==> config.mk <==
export PLATFORM = sky130hd
export DESIGN_NAME = pgwalk_top
export DESIGN_NICKNAME = d
export VERILOG_FILES = /design/src/rtl/pgwalk_pkg.sv /design/src/rtl/pgwalk_entry_eval.sv /design/src/rtl/pgwalk_addr_gen.sv /design/src/rtl/pgwalk_top.sv
export SDC_FILE = /design/constraint.sdc
export NUM_CORES = 1
export LEC_CHECK = 0
export CAP_MARGIN = 0
export CORE_MARGIN = 3
export CORE_UTILIZATION = 30
export CTS_CLUSTER_SIZE = 40
export DETAILED_ROUTE_END_ITERATION = 10
export HOLD_SLACK_MARGIN = 0.05
export PLACE_DENSITY = 0.51
export SYNTH_ARGS = -nofsm -noshare
export SYNTH_HDL_FRONTEND = slang
export SYNTH_SLANG_ARGS = --single-unit
==> constraint.sdc <==
create_clock -name clk -period 4.5 [get_ports clk]
set_input_delay 0.9 -clock clk [delete_from_list [all_inputs] [get_ports clk]]
set_output_delay 0.9 -clock clk [all_outputs]
set_load 0.1 [all_outputs]
==> src/rtl/pgwalk_pkg.sv <==
package pgwalk_pkg;

    localparam int IDX_W   = 9;
    localparam int OFF_W   = 12;
    localparam int FRAME_W = 40;
    localparam int MAXPA   = 52;
    localparam int ERR_W   = 16;

    localparam int BIT_P   = 0;
    localparam int BIT_W   = 1;
    localparam int BIT_U   = 2;
    localparam int BIT_PS  = 7;
    localparam int BIT_NX  = 63;

    // walk level: 3 = top table, 0 = last table
    localparam logic [1:0] LV_TOP = 2'd3;
    localparam logic [1:0] LV_1G  = 2'd2;
    localparam logic [1:0] LV_2M  = 2'd1;
    localparam logic [1:0] LV_4K  = 2'd0;

    typedef enum logic [2:0] {
        ST_IDLE, ST_CHECK, ST_FETCH, ST_WAIT, ST_EVAL, ST_DONE, ST_FAULT
    } walk_state_e;

    typedef enum logic [1:0] {
        SZ_4K = 2'd0,
        SZ_2M = 2'd1,
        SZ_1G = 2'd2
    } page_size_e;

    typedef struct packed {
        logic fetch;
        logic user;
        logic write;
    } access_t;

    typedef struct packed {
        logic nx;
        logic usr_ok;
        logic wr_ok;
    } perm_t;

    function automatic logic [IDX_W-1:0] va_index(input logic [63:0] va, input logic [1:0] lvl);
        logic [63:0] sh;
        sh = va >> (OFF_W + IDX_W * int'(lvl));
        return sh[IDX_W-1:0];
    endfunction

    function automatic logic va_canonical(input logic [63:0] va);
        return (&va[63:47]) || !(|va[63:47]);
    endfunction

    function automatic logic [ERR_W-1:0] fault_code(input logic present, input logic rsvd,
                                                     input access_t acc);
        logic [ERR_W-1:0] c;
        c    = '0;
        c[0] = present;
        c[1] = acc.write;
        c[2] = acc.user;
        c[3] = rsvd;
        c[4] = acc.fetch;
        return c;
    endfunction

endpackage

==> src/rtl/pgwalk_entry_eval.sv <==
module pgwalk_entry_eval
    import pgwalk_pkg::*;
#(
    parameter int PA_W = 46
) (
    input  logic [63:0] entry,
    input  logic [1:0]  lvl,
    input  access_t     acc,
    input  perm_t       perm_in,
    output logic        absent,
    output logic        rsvd_hit,
    output logic        leaf,
    output page_size_e  leaf_size,
    output perm_t       perm_out,
    output logic        perm_fail
);

    logic hi_rsvd;
    logic big_rsvd;
    logic unused_entry;

    generate
        if (PA_W < MAXPA) begin : g_hi
            assign hi_rsvd = |entry[MAXPA-1:PA_W];
        end else begin : g_nohi
            assign hi_rsvd = 1'b0;
        end
    endgenerate

    assign unused_entry = ^{entry[62:52], entry[51:30], entry[12:8], entry[6:3]};

    always_comb begin
        absent    = ~entry[BIT_P];
        leaf      = (lvl == LV_4K) || (((lvl == LV_1G) || (lvl == LV_2M)) && entry[BIT_PS]);
        leaf_size = SZ_4K;
        big_rsvd  = 1'b0;
        if (leaf && lvl == LV_1G) begin
            leaf_size = SZ_1G;
            big_rsvd  = |entry[29:13];
        end else if (leaf && lvl == LV_2M) begin
            leaf_size = SZ_2M;
            big_rsvd  = |entry[20:13];
        end
        rsvd_hit = hi_rsvd | big_rsvd;

        perm_out.wr_ok  = perm_in.wr_ok  & entry[BIT_W];
        perm_out.usr_ok = perm_in.usr_ok & entry[BIT_U];
        perm_out.nx     = perm_in.nx     | entry[BIT_NX];
        perm_fail = (acc.write & ~perm_out.wr_ok)
                  | (acc.user  & ~perm_out.usr_ok)
                  | (acc.fetch &  perm_out.nx);
    end

endmodule

==> src/rtl/pgwalk_addr_gen.sv <==
module pgwalk_addr_gen
    import pgwalk_pkg::*;
#(
    parameter int PA_W = 46
) (
    input  logic [FRAME_W-1:0] tbl_frame,
    input  logic [63:0]        va,
    input  logic [1:0]         lvl,
    input  logic [FRAME_W-1:0] leaf_frame,
    input  page_size_e         size,
    output logic [PA_W-1:0]    rd_addr,
    output logic [63:0]        leaf_pa
);

    assign rd_addr = PA_W'({tbl_frame, va_index(va, lvl), 3'b000});

    always_comb begin
        case (size)
            SZ_2M:   leaf_pa = {12'b0, leaf_frame[39:9],  va[20:0]};
            SZ_1G:   leaf_pa = {12'b0, leaf_frame[39:18], va[29:0]};
            default: leaf_pa = {12'b0, leaf_frame,        va[11:0]};
        endcase
    end

endmodule

==> src/rtl/pgwalk_top.sv <==
module pgwalk_top
    import pgwalk_pkg::*;
#(
    parameter int PA_W = 46
) (
    input  logic               clk,
    input  logic               rst,
    input  logic               paging_en,
    input  logic [39:0]        root_frame,
    input  logic               req_valid,
    output logic               req_ready,
    input  logic [63:0]        req_va,
    input  logic               req_write,
    input  logic               req_user,
    input  logic               req_fetch,
    output logic               mem_req_valid,
    output logic [PA_W-1:0]    mem_req_addr,
    input  logic               mem_rsp_valid,
    input  logic [63:0]        mem_rsp_data,
    output logic               rsp_valid,
    input  logic               rsp_ready,
    output logic               rsp_fault,
    output logic [63:0]        rsp_pa,
    output logic [1:0]         rsp_size,
    output logic [15:0]        rsp_err
);

    walk_state_e          state;
    logic [1:0]           lvl;
    logic [63:0]          va_q;
    access_t              acc_q;
    perm_t                perm_q;
    logic [FRAME_W-1:0]   frame_q;
    logic [63:0]          entry_q;
    logic [63:0]          res_pa;
    page_size_e           res_size;
    logic [ERR_W-1:0]     res_err;

    logic                 ev_absent;
    logic                 ev_rsvd;
    logic                 ev_leaf;
    page_size_e           ev_size;
    perm_t                ev_perm;
    logic                 ev_perm_fail;
    logic [PA_W-1:0]      rd_addr;
    logic [63:0]          leaf_pa;

    pgwalk_entry_eval #(.PA_W(PA_W)) u_eval (
        .entry     (entry_q),
        .lvl       (lvl),
        .acc       (acc_q),
        .perm_in   (perm_q),
        .absent    (ev_absent),
        .rsvd_hit  (ev_rsvd),
        .leaf      (ev_leaf),
        .leaf_size (ev_size),
        .perm_out  (ev_perm),
        .perm_fail (ev_perm_fail)
    );

    pgwalk_addr_gen #(.PA_W(PA_W)) u_addr (
        .tbl_frame  (frame_q),
        .va         (va_q),
        .lvl        (lvl),
        .leaf_frame (entry_q[51:12]),
        .size       (ev_size),
        .rd_addr    (rd_addr),
        .leaf_pa    (leaf_pa)
    );

    always_ff @(posedge clk) begin
        if (rst) begin
            state    <= ST_IDLE;
            lvl      <= LV_TOP;
            va_q     <= '0;
            acc_q    <= '0;
            perm_q   <= '0;
            frame_q  <= '0;
            entry_q  <= '0;
            res_pa   <= '0;
            res_size <= SZ_4K;
            res_err  <= '0;
        end else begin
            case (state)
                ST_IDLE: begin
                    if (req_valid) begin
                        va_q    <= req_va;
                        acc_q   <= '{fetch: req_fetch, user: req_user, write: req_write};
                        perm_q  <= '{nx: 1'b0, usr_ok: 1'b1, wr_ok: 1'b1};
                        frame_q <= root_frame;
                        lvl     <= LV_TOP;
                        if (!paging_en) begin
                            res_pa   <= req_va;
                            res_size <= SZ_4K;
                            res_err  <= '0;
                            state    <= ST_DONE;
                        end else begin
                            state <= ST_CHECK;
                        end
                    end
                end
                ST_CHECK: begin
                    if (!va_canonical(va_q)) begin
                        res_pa   <= '0;
                        res_size <= SZ_4K;
                        res_err  <= fault_code(1'b0, 1'b0, acc_q);
                        state    <= ST_FAULT;
                    end else begin
                        state <= ST_FETCH;
                    end
                end
                ST_FETCH: state <= ST_WAIT;
                ST_WAIT: begin
                    if (mem_rsp_valid) begin
                        entry_q <= mem_rsp_data;
                        state   <= ST_EVAL;
                    end
                end
                ST_EVAL: begin
                    if (ev_absent) begin
                        res_pa  <= '0;
                        res_err <= fault_code(1'b0, 1'b0, acc_q);
                        state   <= ST_FAULT;
                    end else if (ev_rsvd) begin
                        res_pa  <= '0;
                        res_err <= fault_code(1'b1, 1'b1, acc_q);
                        state   <= ST_FAULT;
                    end else if (ev_leaf) begin
                        if (ev_perm_fail) begin
                            res_pa  <= '0;
                            res_err <= fault_code(1'b1, 1'b0, acc_q);
                            state   <= ST_FAULT;
                        end else begin
                            res_pa   <= leaf_pa;
                            res_size <= ev_size;
                            res_err  <= '0;
                            state    <= ST_DONE;
                        end
                    end else begin
                        perm_q  <= ev_perm;
                        frame_q <= entry_q[51:12];
                        lvl     <= lvl - 2'd1;
                        state   <= ST_FETCH;
                    end
                end
                ST_DONE, ST_FAULT: begin
                    if (rsp_ready) state <= ST_IDLE;
                end
                default: state <= ST_IDLE;
            endcase
        end
    end

    assign req_ready     = (state == ST_IDLE);
    assign mem_req_valid = (state == ST_FETCH);
    assign mem_req_addr  = rd_addr;
    assign rsp_valid     = (state == ST_DONE) || (state == ST_FAULT);
    assign rsp_fault     = (state == ST_FAULT);
    assign rsp_pa        = res_pa;
    assign rsp_size      = res_size;
    assign rsp_err       = res_err;

endmodule

Word level (Yosys, flattened, before mapping)
Cells that the tools add are included. W data, S select, Z words.

Word-level logic and storage cells: 128. Output and inout bits: 132. Register bits: 255. Bits of input ports: 177.

Multipliers: 1. Eq/ne operators: 21. Add/subtract/negate cells: 2. Bitwise gates (word level): 11. Reductions and logical operators: 24. Shifts and indexed selects: 1. Mux-type cells: 54.

Operator list (count): $mux W64 (6); $pmux W64 S3 (1); $mux W34 (4); $mux W16 (6); $pmux W34 S2 (1); $shr A64 B32 Y9 (1); $pmux W30 S2 (1); $mux W52 (1); $pmux W16 S3 (1); $mux W3 (12); $reduce_or A17 Y1 (2); $add A5 B32 Y32 const A (1); $mux W2 (13); $ne A2 B2 Y1 const B (10); $pmux W3 S6 (1); $reduce_and A17 Y1 (1); $reduce_and A5 Y1 (2); $eq A3 B3 Y1 const B (3); $reduce_and A8 Y1 (1); $reduce_or A8 Y1 (1); $eq A3 B2 Y1 const B (2); $mul A4 B2 Y6 const A (1); $pmux W2 S3 (1); $pmux W3 S2 (1); 22 further kinds (40).

Logic depth before layout (Yosys ltp)
Depth in word-level cells: 14. Depth in mapped cells: 14. Mapped depth without buffers: 8.

By module
A second synthesis with hierarchy kept.

Cell total of the unflattened synthesis: 1362. Area total of the unflattened synthesis: 11441.0 um^2.

By module, submodules not included: pgwalk_top (instances 1, seq. area each 5004.8 um^2, area an instance 10095.9 um^2, cells an instance 1190); pgwalk_addr_gen (instances 1, seq. area each 0.0 um^2, area an instance 1129.8 um^2, cells an instance 141); pgwalk_entry_eval (instances 1, seq. area each 0.0 um^2, area an instance 215.2 um^2, cells an instance 31).

Worst setup path after synthesis
No wires, ideal clock.

Path kind: register to output. Start: register lvl[1]. End: output mem_req_addr[7]. Path slack: -0.590 ns. Path buffers: 4. Required time: 3.600 ns. Arrival time: 4.190 ns. Cell stages (with the launch flop): 10. Path through: dfxtp_1 -> buf_2 -> buf_2 -> buf_2 -> inv_1 -> ha_1 -> buf_2 -> mux4_2 -> mux2i_1 -> o21ai_0.

Cells in the longest elaborated chain, start to end: 3.

Ends and longest elaborated chain: start, declared (line pgwalk_top.sv:29) `logic [1:0] lvl;`; start signal, assigned (line pgwalk_top.sv:142) `lvl <= lvl - 2'd1;`; $mul A4 B2 Y6 (line pgwalk_pkg.sv:45) `sh = va >> (OFF_W + IDX_W * int'(lvl));`; $add A5 B32 Y32 (line pgwalk_pkg.sv:45); $shr A64 B32 Y9 (line pgwalk_pkg.sv:45); end, declared (line pgwalk_top.sv:17) `output logic [PA_W-1:0] mem_req_addr,`.

No other way between the ends.

Worst setup path after layout
Same ends and word-level chain as after synthesis.

==> out/qor.csv <==
metric,value,unit
via count of the first global-routing pass,9484,
Pre-antenna DRT Iters,5,
nets,1645,
WL met3,2050,µm
outcome,"finished, final reports clean",
most common library cell in the layout ignoring fill and taps,nand2_1,
Crit Reg-Reg Endpoint,rsp_pa[24],
required time at the worst-slack endpoint,3600,ps
post-synthesis average cell area,8.143,µm²
wire length of the first global-routing pass,56750,µm
worst skew pair latency,530,ps
largest clock skew in the final design,8.834,ps
critical path class,flip-flop to output pin,
Worst VDD drop,445.4,µV
RR Startpoint,lvl[1],
post-detail-place hpwl,25700,µm
most used cells in the layout excluding fill and tap cells,"332 x nand2_1, 259 x clkdlybuf4s50_1, 223 x dfxtp_1",
number of distinct standard cells referenced by the synthesized netlist,55,
routed length per placed instance,19.21,µm
highest net fanout along the worst path,26,
P_int,5.440,mW
detailed-route DRC error count,0,
share of final-layout standard cells stronger than drive strength 1,9.030,%
"Hold Violations, Final",0,
row count,66,
clock buffer depth,3,
initial core utilization,30.94,%
slack of the worst reg-to-reg path,900,ps
register bit total from synthesis,225,
final estimated routing congestion in global placement,0.8239,
max-slew violation count,0,
count of input and output buffers,269,
total power divided by cell area,776.0,nW/µm²
number of enable-type register cells in the synthesized netlist,0,
Num CTS Buffers,27,
setup repair after global routing missed its margin,false,
highest metal layer with signal wires,met4,
pin slew with the least headroom to its limit,1215,ps
worst slew margin relative to its limit,18.77,%
logic gate share of total power,53.3,%
synthesis warning total,0,
CTS tree,done,
deepest level of the CTS H-tree,1,
wire length on met2,17050,µm
dominant synthesized flop cell,dfxtp_1,
number of failing setup endpoints in the final timing report,0,
Routed met1 length,16990,µm
net switching power of the design,5.568,mW
DR vias/cell,5.070,
fin util,42.95,%
area of the die,36320,µm²
post-CTS setup buffer count,0,
clock slew at reported path FFs,60,ps
total detailed-routing wirelength,37030,µm
largest net degree at the start of global routing,87,
startpoint class of the critical path,flip-flop,
Std-Cell Core Area,33030,µm²
worst setup path start,lvl[1],
count of cells resized by post-cts repair,0,
I/O pin count,309,
Die Span X,190.6,µm
Final period util,90.27,%
"Min Clock Period, post-route",4062,ps
total global-route track usage,19.63,%
number of maximum-capacitance violations,0,
Critical Path Sink,mem_req_addr[7],
Worst Path Arrival,3160,ps
worst min-delay path class,flip-flop to flip-flop,
sw frac,50.58,%
Reg2Reg Depth,8,
category of the worst setup path capture point,output pin,
clock root cell,clkbuf_16,
leakage power figure,5.188,nW
fraction of synthesis flops using an asynchronous set or reset pin,0,%
clock tree sinks,225,
setup TNS,0,ps
count of vias placed by the detailed router,9769,
antenna violations before repair,1,
die height,190.6,µm
portion of total power attributed to sequential cells,26.0,%
Mapped Cells,1255,
power share of the clock group,20.7,%
CTS Hold Bufs,0,
GRT overflow,0,
Area Overhead vs Synth,38.81,%
achievable clock frequency,246.2,MHz
Post-Synthesis Cell Area,10220,µm²
number of DRC markers after the initial detailed-route iteration,593,
post-synthesis sequential area ratio,44.07,%
remaining number of nets flagged by the antenna check after routing,0,
cells in the mapped netlist, types with 6 or more instances:
cell type  instances  area share, %
nand2_1          334             12
dfxtp_1          225             44
a21oi_1          149            7.3
nor2_1            99            3.6
clkbuf_1          80            2.9
nor3_1            50            2.4
a221oi_1          46            3.9
a311oi_1          34            2.9
nand3_1           29            1.4
mux2_2            23            2.5
mux4_2            23            5.1
buf_2             19           0.93
mux2i_1           19            1.9
o21ai_0           18           0.88
buf_4             16            1.2
nor4_1             9           0.55
o211ai_1           6           0.44
metrics by stage:
step	power [mW]	instance area [µm²]	std cells	hold WS, ps	setup slack (ps)
floorplan	7.223	10270	1268	432.9	165.5
global placement	8.755	13260	1877	437.9	966.3
detailed placement	8.782	13260	1877	445.0	928.5
CTS	11.10	14180	1926	455.1	383.1
global route	11.57	14190	1927	469.7	198.8
finish	11.01	14190	1927	455.8	438.1
power groups by stage:
stage / clock, mW / sequential (mW) / combinational (mW)
global placement: 0 / 2.89 / 5.87
floorplan: 0 / 5.07 / 2.16
CTS: 2.34 / 2.86 / 5.90
detailed placement: 0 / 2.89 / 5.89
finish: 2.28 / 2.86 / 5.87
global route: 2.43 / 2.93 / 6.22
registers in the layout, summed over array words and instances, names as in the netlist:
| register | count |
|---|---|
| rsp_size | 2 |
| lvl | 2 |
| state | 3 |
| acc_q | 3 |
| rsp_err | 5 |
| entry_q | 45 |
| frame_q | 34 |
| rsp_pa | 64 |
| perm_q | 3 |
| va_q | 64 |
critical path, cell delays in order, from the launching register on:
cell and delay (ps):
dfxtp_2 320, inv_1 140, ha_1 980, mux4_2 630
mux2i_1 200, o21ai_1 130, buf_12 210
area by class of cell:
type / count / area, µm²
diodes: 1 / 2.502
clock inverters: 8 / 143.9
multi-input cells: 917 / 5244
fillers: 3305 / 18850
flip-flops and latches: 225 / 4507
clock buffers: 41 / 778.2
inverters: 5 / 18.77
repair buffers: 288 / 2939
well taps: 442 / 553.0
how the worst min path moves through the flow:
| stage | startpoint | to | slack (ps) | depth (start not counted) |
|---|---|---|---|---|
| CTS | va_q[4] | va_q[4] | 460 | 2 |
| floorplan | va_q[41] | va_q[41] | 430 | 2 |
| global placement | rsp_pa[53] | rsp_pa[53] | 440 | 2 |
| detailed placement | rsp_pa[56] | rsp_pa[56] | 450 | 2 |
| global route | rsp_pa[60] | rsp_pa[60] | 470 | 2 |
| finish | va_q[4] | va_q[4] | 460 | 2 |
cells by family after synthesis:
group | count (synthesis) | share of synthesized area, %
buffers and inverters | 126 | 5.522
adder cells (fa/ha/maj) | 4 | 0.4897
XOR/XNOR | 1 | 0.08572
multiplexers | 65 | 9.464
AO/OA/AOI/OAI | 280 | 17.67
AND/OR/NAND/NOR | 553 | 22.66
other | 1 | 0.03669
flip-flops | 225 | 44.07
routing by layer:
layer	vias to the layer above	track usage, %
li1	4810	-
met1	4642	27.43
met2	263	31.66
met3	54	3.346
met4	0	4.883
met5	-	0
(Power assumes the default switching activity.)
